<file path="src/rtl/prio_irq_pkg.sv">
package prio_irq_pkg;
  typedef struct packed {
    logic loadAccept;
    logic dropAccept;
    logic ackClear;
  } ctrlStrobe_t;
endpackage

</file>
<file path="src/rtl/prio_irq_arb.sv">
module prio_irq_arb #(
  parameter int NUM_SRC = 8,
  parameter int LVL_W   = 3,
  parameter int IDX_W   = 3
) (
  input  logic [NUM_SRC-1:0]       elig,
  input  logic [NUM_SRC*LVL_W-1:0] lvlFlat,
  output logic                     anyWin,
  output logic [IDX_W-1:0]         winIdx,
  output logic [LVL_W-1:0]         winLvl
);
  // Linear scan: a later source replaces the current pick only on a strictly
  // higher level, so ties stay with the lowest index.
  always_comb begin
    anyWin = 1'b0;
    winIdx = '0;
    winLvl = '0;
    for (int i = 0; i < NUM_SRC; i++) begin
      if (elig[i] && (!anyWin || (lvlFlat[i*LVL_W +: LVL_W] > winLvl))) begin
        anyWin = 1'b1;
        winIdx = IDX_W'(i);
        winLvl = lvlFlat[i*LVL_W +: LVL_W];
      end
    end
  end
endmodule

</file>
<file path="src/rtl/prio_irq_datapath.sv">
module prio_irq_datapath
  import prio_irq_pkg::*;
#(
  parameter int NUM_SRC = 8,
  parameter int LVL_W   = 3,
  parameter int IDX_W   = 3
) (
  input  logic               clk,
  input  logic               rstN,
  input  logic [NUM_SRC-1:0] srcEvent,
  input  logic               globalEn,
  input  logic [LVL_W-1:0]   cpuLevel,
  input  logic               clrWrEn,
  input  logic [NUM_SRC-1:0] clrWrData,
  input  logic               lvlWrEn,
  input  logic [IDX_W-1:0]   lvlWrIdx,
  input  logic [LVL_W-1:0]   lvlWrData,
  input  logic [IDX_W-1:0]   lvlRdIdx,
  input  ctrlStrobe_t        strobe,
  output logic               winValid,
  output logic [LVL_W-1:0]   lvlRdData,
  output logic [NUM_SRC-1:0] reqStatus,
  output logic               acceptValid,
  output logic [IDX_W-1:0]   acceptIdx,
  output logic [LVL_W-1:0]   acceptLevel
);
  logic [NUM_SRC-1:0]       reqReg;
  logic [LVL_W-1:0]         lvlReg [NUM_SRC];
  logic [NUM_SRC*LVL_W-1:0] lvlFlat;
  logic [NUM_SRC-1:0]       elig;
  logic [IDX_W-1:0]         winIdx;
  logic [LVL_W-1:0]         winLvl;

  // Request bits: an event wins over any clear in the same cycle.
  always_ff @(posedge clk) begin
    if (!rstN) begin
      reqReg <= '0;
    end else begin
      for (int i = 0; i < NUM_SRC; i++) begin
        if (srcEvent[i])
          reqReg[i] <= 1'b1;
        else if ((strobe.ackClear && (acceptIdx == IDX_W'(i))) ||
                 (clrWrEn && !clrWrData[i]))
          reqReg[i] <= 1'b0;
      end
    end
  end

  always_ff @(posedge clk) begin
    if (!rstN) begin
      for (int i = 0; i < NUM_SRC; i++) lvlReg[i] <= '0;
    end else if (lvlWrEn && (int'(lvlWrIdx) < NUM_SRC)) begin
      lvlReg[lvlWrIdx] <= lvlWrData;
    end
  end

  for (genvar g = 0; g < NUM_SRC; g++) begin : gSrc
    assign lvlFlat[g*LVL_W +: LVL_W] = lvlReg[g];
    assign elig[g] = globalEn && reqReg[g] && (lvlReg[g] > cpuLevel);
  end

  prio_irq_arb #(.NUM_SRC(NUM_SRC), .LVL_W(LVL_W), .IDX_W(IDX_W)) arb_i (
    .elig    (elig),
    .lvlFlat (lvlFlat),
    .anyWin  (winValid),
    .winIdx  (winIdx),
    .winLvl  (winLvl)
  );

  always_ff @(posedge clk) begin
    if (!rstN) begin
      acceptValid <= 1'b0;
      acceptIdx   <= '0;
      acceptLevel <= '0;
    end else if (strobe.loadAccept) begin
      acceptValid <= 1'b1;
      acceptIdx   <= winIdx;
      acceptLevel <= winLvl;
    end else if (strobe.dropAccept) begin
      acceptValid <= 1'b0;
    end
  end

  assign reqStatus = reqReg;
  assign lvlRdData = (int'(lvlRdIdx) < NUM_SRC) ? lvlReg[lvlRdIdx] : '0;
endmodule

</file>
<file path="src/rtl/prio_irq_fsm.sv">
module prio_irq_fsm
  import prio_irq_pkg::*;
(
  input  logic        clk,
  input  logic        rstN,
  input  logic        winValid,
  input  logic        ackPulse,
  output ctrlStrobe_t strobe
);
  typedef enum logic {ST_IDLE, ST_HELD} state_t;
  state_t state, stateNxt;

  always_ff @(posedge clk) begin
    if (!rstN) state <= ST_IDLE;
    else       state <= stateNxt;
  end

  always_comb begin
    stateNxt = state;
    strobe   = '0;
    case (state)
      ST_IDLE: if (winValid) begin
        strobe.loadAccept = 1'b1;
        stateNxt          = ST_HELD;
      end
      ST_HELD: if (ackPulse) begin
        strobe.ackClear   = 1'b1;
        strobe.dropAccept = 1'b1;
        stateNxt          = ST_IDLE;
      end
      default: stateNxt = ST_IDLE;
    endcase
  end
endmodule

</file>
<file path="src/rtl/prio_irq_ctrl.sv">
module prio_irq_ctrl
  import prio_irq_pkg::*;
#(
  parameter int NUM_SRC = 8,
  parameter int LVL_W   = 3,
  localparam int IDX_W  = (NUM_SRC > 1) ? $clog2(NUM_SRC) : 1
) (
  input  logic               clk,
  input  logic               rstN,
  input  logic [NUM_SRC-1:0] srcEvent,
  input  logic               globalEn,
  input  logic [LVL_W-1:0]   cpuLevel,
  input  logic               ackPulse,
  input  logic               clrWrEn,
  input  logic [NUM_SRC-1:0] clrWrData,
  input  logic               lvlWrEn,
  input  logic [IDX_W-1:0]   lvlWrIdx,
  input  logic [LVL_W-1:0]   lvlWrData,
  input  logic [IDX_W-1:0]   lvlRdIdx,
  output logic [LVL_W-1:0]   lvlRdData,
  output logic [NUM_SRC-1:0] reqStatus,
  output logic               acceptValid,
  output logic [IDX_W-1:0]   acceptIdx,
  output logic [LVL_W-1:0]   acceptLevel
);
  ctrlStrobe_t strobe;
  logic        winValid;

  prio_irq_fsm fsm_i (
    .clk      (clk),
    .rstN     (rstN),
    .winValid (winValid),
    .ackPulse (ackPulse),
    .strobe   (strobe)
  );

  prio_irq_datapath #(.NUM_SRC(NUM_SRC), .LVL_W(LVL_W), .IDX_W(IDX_W)) dp_i (
    .clk         (clk),
    .rstN        (rstN),
    .srcEvent    (srcEvent),
    .globalEn    (globalEn),
    .cpuLevel    (cpuLevel),
    .clrWrEn     (clrWrEn),
    .clrWrData   (clrWrData),
    .lvlWrEn     (lvlWrEn),
    .lvlWrIdx    (lvlWrIdx),
    .lvlWrData   (lvlWrData),
    .lvlRdIdx    (lvlRdIdx),
    .strobe      (strobe),
    .winValid    (winValid),
    .lvlRdData   (lvlRdData),
    .reqStatus   (reqStatus),
    .acceptValid (acceptValid),
    .acceptIdx   (acceptIdx),
    .acceptLevel (acceptLevel)
  );
endmodule

</file>
<file path="config.mk">
export PLATFORM = sky130hd
export DESIGN_NAME = prio_irq_ctrl
export DESIGN_NICKNAME = d
export VERILOG_FILES = /design/src/rtl/prio_irq_pkg.sv /design/src/rtl/prio_irq_arb.sv /design/src/rtl/prio_irq_datapath.sv /design/src/rtl/prio_irq_fsm.sv /design/src/rtl/prio_irq_ctrl.sv
export SDC_FILE = /design/constraint.sdc
export NUM_CORES = 1
export LEC_CHECK = 0
export BUFFER_PORTS_ARGS = -buffer_cell sky130_fd_sc_hd__buf_2
export CAP_MARGIN = 0
export CORE_MARGIN = 3
export CORE_UTILIZATION = 60
export CTS_CLUSTER_SIZE = 24
export DETAILED_ROUTE_END_ITERATION = 8
export PLACE_DENSITY_LB_ADDON = 0.08
export SYNTH_ARGS = -nofsm -noshare
export SYNTH_HDL_FRONTEND = slang
export SYNTH_SLANG_ARGS = --single-unit
export TNS_END_PERCENT = 5
</file>
<file path="constraint.sdc">
create_clock -name clk -period 24.9 [get_ports clk]
set_clock_uncertainty 0.2 [all_clocks]
set_input_delay 2.49 -clock clk [delete_from_list [all_inputs] [get_ports clk]]
set_output_delay 2.49 -clock clk [all_outputs]
set_load 0.02 [all_outputs]
</file>
Yosys cells after proc, flatten, opt, wreduce, memory -nomap -nowiden

Memories as Yosys holds them, arrays and structs flattened.
Cells that the tools add are included.

Bits in registers: 16
Bits in writable memories: 24
Word-level logic and storage cells: 170
Memories kept: 1

Memory list:

| memory      | words | bits a word | rd ports | clocked after memory_dff | wr ports | line                    | text |
|---|---|---|---|---|---|---|---|
| dp_i.lvlReg | 8     | 3           | 9        | 0                        | 8        | prio_irq_datapath.sv:28 | `logic [LVL_W-1:0] lvlReg [NUM_SRC];` |

Order comparisons: 15
Eq/ne operators: 7
Mux-type cells: 54
Bitwise logic cells: 1
Reduce and logical (&&, ||, !) cells: 80

Operator list:

| kind               | count |
|---|---|
| $mux 3             | 16 |
| $gt 3x3->1         | 15 |
| $logic_and 1x1->1  | 39 |
| $mux 1             | 35 |
| $reduce_bool 2->1  | 9 |
| $logic_not 1->1    | 15 |
| $logic_or 1x1->1   | 15 |
| $eq 3x3->1 const B | 4 |
| $eq 3x2->1 const B | 2 |
| $mux 2             | 2 |
| $eq 3x1->1 const B | 1 |
| $logic_not 3->1    | 1 |
| $reduce_or 3->1    | 1 |
| $pmux 1 s2         | 1 |
| $not 1->1          | 1 |

Depth between registers and ports, before layout

An unclocked memory read counts as a cell.

Word-level depth: 35
Depth in mapped cells: 60
Mapped depth without buffers: 58

Cells and area by module

Synthesis repeated with hierarchy kept, for this count alone.

Cell total of the unflattened synthesis: 378
Area, all modules: 3505.9 sq um

By module, submodules not included:

| module            | times used | cells an instance | area each (sq um) | seq. area each (sq um) |
|---|---|---|---|---|
| prio_irq_datapath | 1          | 226               | 2402.3            | 1021.0 |
| prio_irq_arb      | 1          | 146               | 1049.8            | 0.0 |
| prio_irq_fsm      | 1          | 6                 | 53.8              | 20.0 |

Least setup slack after synthesis

Ideal clock, no wire load.

Path kind: input-to-reg
Start: in cpuLevel[1]
End: reg dp_i.acceptLevel[2]
Library setup time: 133 ps
Data arrival time: 12144 ps
Slack: 12423 ps
Cell stages on the path: 58
Buffers on the path: 2
Cells stage by stage: inv_1 -> ha_1 -> nor2b_4 -> o311a_4 -> nand3_1 -> ha_1 -> nor2b_1 -> o21ai_0 -> a32oi_1 -> a21oi_1 -> a22oi_1 -> ha_1 -> nor2b_1 -> o21ai_0 -> a32oi_1 -> o21bai_1 -> nor2_1 -> or2_2 -> [... 22 more ...] -> o221ai_1 -> a21boi_0 -> ha_1 -> nor2b_1 -> o21a_1 -> o211ai_1 -> o21ai_4 -> nand2b_1 -> a21bo_2 -> ha_1 -> nor2b_1 -> o21ai_0 -> a32oi_1 -> a21oi_1 -> o21ai_1 -> nor2_1 -> a222oi_1 -> a31oi_1

Longest elaborated chain between the ends: 33
Elaborated cells between the ends (all ways): 62
Classes of those cells: order compare: 15; mux: 18; reduce/logical: 29

Ends and longest elaborated chain:

| what                                          | line                    | text |
|---|---|---|
| from (decl)                                   | prio_irq_ctrl.sv:12     | `input logic [LVL_W-1:0] cpuLevel,` |
| $gt 3x3->1                                    | prio_irq_datapath.sv:59 | `assign elig[g] = globalEn && reqReg[g] && (lvlReg[g] > cpuLevel);` |
| $logic_and 1x1->1                             | prio_irq_datapath.sv:59 |  |
| $mux 3 or $mux 1 (tied branches)              | prio_irq_arb.sv:19      | `if (elig[i] && (!anyWin \|\| (lvlFlat[i*LVL_W +: LVL_W] > winLvl))) begin` |
| $gt 3x3->1 or $logic_not 1->1 (tied branches) | prio_irq_arb.sv:19      |  |
| $logic_or 1x1->1                              | prio_irq_arb.sv:19      |  |
| $logic_and 1x1->1                             | prio_irq_arb.sv:19      |  |
| $mux 3 or $mux 1 (tied branches)              | prio_irq_arb.sv:19      |  |
| $gt 3x3->1 or $logic_not 1->1 (tied branches) | prio_irq_arb.sv:19      |  |
| [... 17 more ...]                             | n/a                     |  |
| $logic_and 1x1->1                             | prio_irq_arb.sv:19      |  |
| $mux 3 or $mux 1 (tied branches)              | prio_irq_arb.sv:19      |  |
| $gt 3x3->1 or $logic_not 1->1 (tied branches) | prio_irq_arb.sv:19      |  |
| $logic_or 1x1->1                              | prio_irq_arb.sv:19      |  |
| $logic_and 1x1->1                             | prio_irq_arb.sv:19      |  |
| $mux 1                                        | prio_irq_arb.sv:19      |  |
| $mux 1                                        | prio_irq_fsm.sv:22      | `ST_IDLE: if (winValid) begin` |
| $mux 1                                        | prio_irq_fsm.sv:21      | `case (state)` |
| to (signal assigned)                          | prio_irq_datapath.sv:78 | `acceptLevel <= winLvl;` |
| to (decl)                                     | prio_irq_datapath.sv:25 | `output logic [LVL_W-1:0] acceptLevel` |

Several ways; a longest one is shown, not always the timed one.
A chain may end at the register's enable or synchronous reset.

Worst setup path after layout

Start: in cpuLevel[2]
End: reg dp_i.acceptLevel[2]

The elaborated chain is that of the path after synthesis.

==> metrics.txt <==
outcome=completed; Mapped Area=approximately 3400 um2; Int Power=around 0.12 mW; diodes inserted=0; Crit. End Element=register; hpwl dp=6440 um; layout cells sized above 1=roughly 20%; cts repair resizes=0; Synth area leader=edfxtp_1; Final TNS setup=0 ns; worst-path fanout max=12; fillers=around 440; reg2reg path depth=54; flop2flop setup slack=roughly 13 ns; total number of vias=2958; f_max=0.0721 GHz; Syn Area/Cell=9.43 um2; Worst Tran Pin Value=about 0.74 ns; Comb power frac=between 30 and 40%; Max-Cap Viols=0; Slew HR=around half; most numerous cell in the Yosys netlist=ha_1; PwrDens=slightly above 50 nW/um2; Synth Register Bits=40; vias in the first global route=2785; Final #Nets=486; Pre-Repair DR Iteration Count=4; antenna violations before repair=0; RSZ-0062 raised after global routing=false; CP dominant cell by count=ha_1; FFs w/ async S/R, synth=0%; slowest stage delay, CP=between 0.5 and 0.6 ns; initial drt markers=roughly 190; GR Util All Layers=26.5%; CP Launch Type=primary input; first-pass GRT wire length=~13000 um; Hold-fix buffers, CTS=0; Post-synth EDFFs=24; Antenna Nets Post-Route=0; WS Path Type=in -> reg; setup violators final=0; library cells used by synthesis=54; VDD IR-drop max=0.0301 mV; hold path cells=2; core area=~5300 um2; Final Non-Filler Cells=approximately 480; remaining routing DRC violations=0; Synth warnings=0; placed cell count=between 400 and 500; Critical Path RT=24.87 ns; Die Wd=approximately 81 um; Critical-path top delay cell=o21ai_1; register area=roughly 1000 um2; syn nets=about 440; Synth top area share=a little over a fifth; drt total wl=about 8000 um; Net Sw Frac=a little over a third; Post-CTS Setup Inserts=0; R2R Path Start=dp_i.lvlReg[0][1]$_SDFFCE_PN0P_; Vias/cell=just over 6; pin count of the biggest net entering global routing=22; Die Area=between 6000 and 7000 um2; Tmin final=between 10 and 15 ns; die height=80.8 um; IO Pins=between 50 and 60; Clock Root Buffer=clkbuf_8; commonest cells in the netlist=ha_1, nor2_1, o21ai_0, and2_1, edfxtp_1; Arr. time, crit path=around 14 ns; multi-input gate area in the final layout=~2200 um2; clk buf depth=2; Switching Power=just under 0.07 mW; GRT overflow=0; Worst Hold Class=reg -> reg; sequential group share of total power=42.9%; synthesis-to-finish area growth=11.8%; total clock sinks=40; Placer Congestion=about 0.85; most area-consuming cells after synthesis=edfxtp_1, ha_1, dfxtp_1; number of I/O port buffers=51; final critical-path share of the clock period=55.7%; # H-tree levels=2; synthesized instance count=around 360; min-delay src=dp_i.acceptValid$_SDFFE_PN0P_; reg-to-reg endpoint=dp_i.acceptLevel[2]$_SDFFE_PN0P_; clock-pin slew on the worst setup and hold paths=~0.080 ns; CTS tree=yes; P_leak=roughly 1.6 nW; Worst-Skew Late Latency=around 0.30 ns; Std-Cell Rows=26; Num CTS Buffers=5; DR WL/cell=16.8 um; hold path endpoint=dp_i.acceptValid$_SDFFE_PN0P_; register area share after synthesis=a little under a third; clock share of power=around 25%; Starting Density=a little under two thirds; Final Hold Fails=0; Synth Flop Type=edfxtp_1; Max Slew Vio Count=0
==> worst max-delay path: cells and delay by family <==
| kind | cells | cell delay (ns) |
|---|---|---|
| compound gates | 32 | 6.20 |
| fa+ha+maj | 8 | 2.41 |
| simple gates | 14 | 2.40 |
| buf+inv | 2 | 0.37 |
==> sequential cells by signal, indices dropped and copies added, names as in the netlist <==
register,cells
dp_i.reqStatus,8
dp_i.acceptLevel,3
dp_i.lvlReg,24
fsm_i.state,1
dp_i.acceptValid,1
dp_i.acceptIdx,3
==> metal layers <==
layer	share of wire (%)	global-route usage, %	wire, um	vias to the layer above
li1	-	-	-	1453
met1	46	35.7	3720	1386
met5	0	0	0	-
met2	46	44.7	3670	109
met3	6.6	4.10	529	10
met4	1.1	6.08	90	0
==> worst max-delay path by stage <==
stage,from,slack (ns),to
final,cpuLevel[2],11.02,dp_i.acceptLevel[2]$_SDFFE_PN0P_
after detailed placement,cpuLevel[2],10.91,dp_i.acceptLevel[2]$_SDFFE_PN0P_
after floorplan,cpuLevel[1],12.42,dp_i.acceptLevel[2]$_SDFFE_PN0P_
after global routing,cpuLevel[2],9.93,dp_i.acceptLevel[2]$_SDFFE_PN0P_
after CTS,cpuLevel[2],11.22,dp_i.acceptLevel[2]$_SDFFE_PN0P_
after global placement,cpuLevel[2],11.26,dp_i.acceptLevel[2]$_SDFFE_PN0P_
==> cell type report <==
class | instances | share of cell area, %
clock buffers | 6 | 2.20
inverters | 21 | 2.10
clock inverters | 2 | 0.366
flip-flops and latches | 40 | 27.7
multi-input cells | 288 | 58.5
repair buffers | 51 | 6.80
well taps | 70 | 2.33
==> stage by stage <==
stage | util (%) | area, um2 | worst slack [ns] | total power [mW] | hold WS, ns
after floorplan | - | 3360 | 12.42 | 0.127 | 0.303
after global placement | 69.4 | 3660 | 11.26 | 0.143 | 0.269
after detailed placement | 69.4 | 3660 | 10.91 | 0.145 | 0.275
after CTS | 71.3 | 3760 | 11.22 | 0.191 | 0.295
after global routing | 71.3 | 3760 | 9.93 | 0.204 | 0.309
final | 71.3 | 3760 | 11.02 | 0.192 | 0.297
==> cells by family (layout without fill, tap and decap cells) <==
kind of cell | Yosys count | after routing | synth area share (%)
compound gates | 114 | 114 | 24.3
fa+ha+maj | 45 | 45 | 16.8
buf+inv | 28 | 80 | 3.58
flops | 40 | 40 | 31.0
mux | 8 | 8 | 4.69
simple gates | 121 | 121 | 19.7
==> layout by cell type, fill, tap and decap left out, types with 2 or more instances in the layout <==
master	instances
a21bo_2	2
a21o_1	3
a21oi_1	13
a221oi_1	3
a222oi_1	2
a22o_1	3
a22oi_1	6
a31oi_1	12
a32oi_1	4
and2_1	27
buf_2	51
clkbuf_8	6
dfxtp_1	16
edfxtp_1	24
ha_1	45
inv_1	21
mux2_2	2
mux4_2	6
nand2_1	15
nand2b_1	6
nand3_1	13
nor2_1	28
nor2b_1	11
nor2b_4	2
nor3_1	11
o211ai_1	2
o21a_1	12
o21ai_0	28
o21ai_1	2
o21bai_1	2
o221ai_1	3
o22ai_1	2
or2_2	2
==> power by group through the flow <==
stage	Clock (mW)	Sequential, mW	Combinational [mW]
after floorplan	0	0.0848	0.0421
after global placement	0	0.0836	0.0590
after detailed placement	0	0.0837	0.0609
after CTS	0.0480	0.0822	0.0613
after global routing	0.0513	0.0833	0.0691
final	0.0478	0.0824	0.0617
Note: power is estimated with default switching activity, not from simulation.
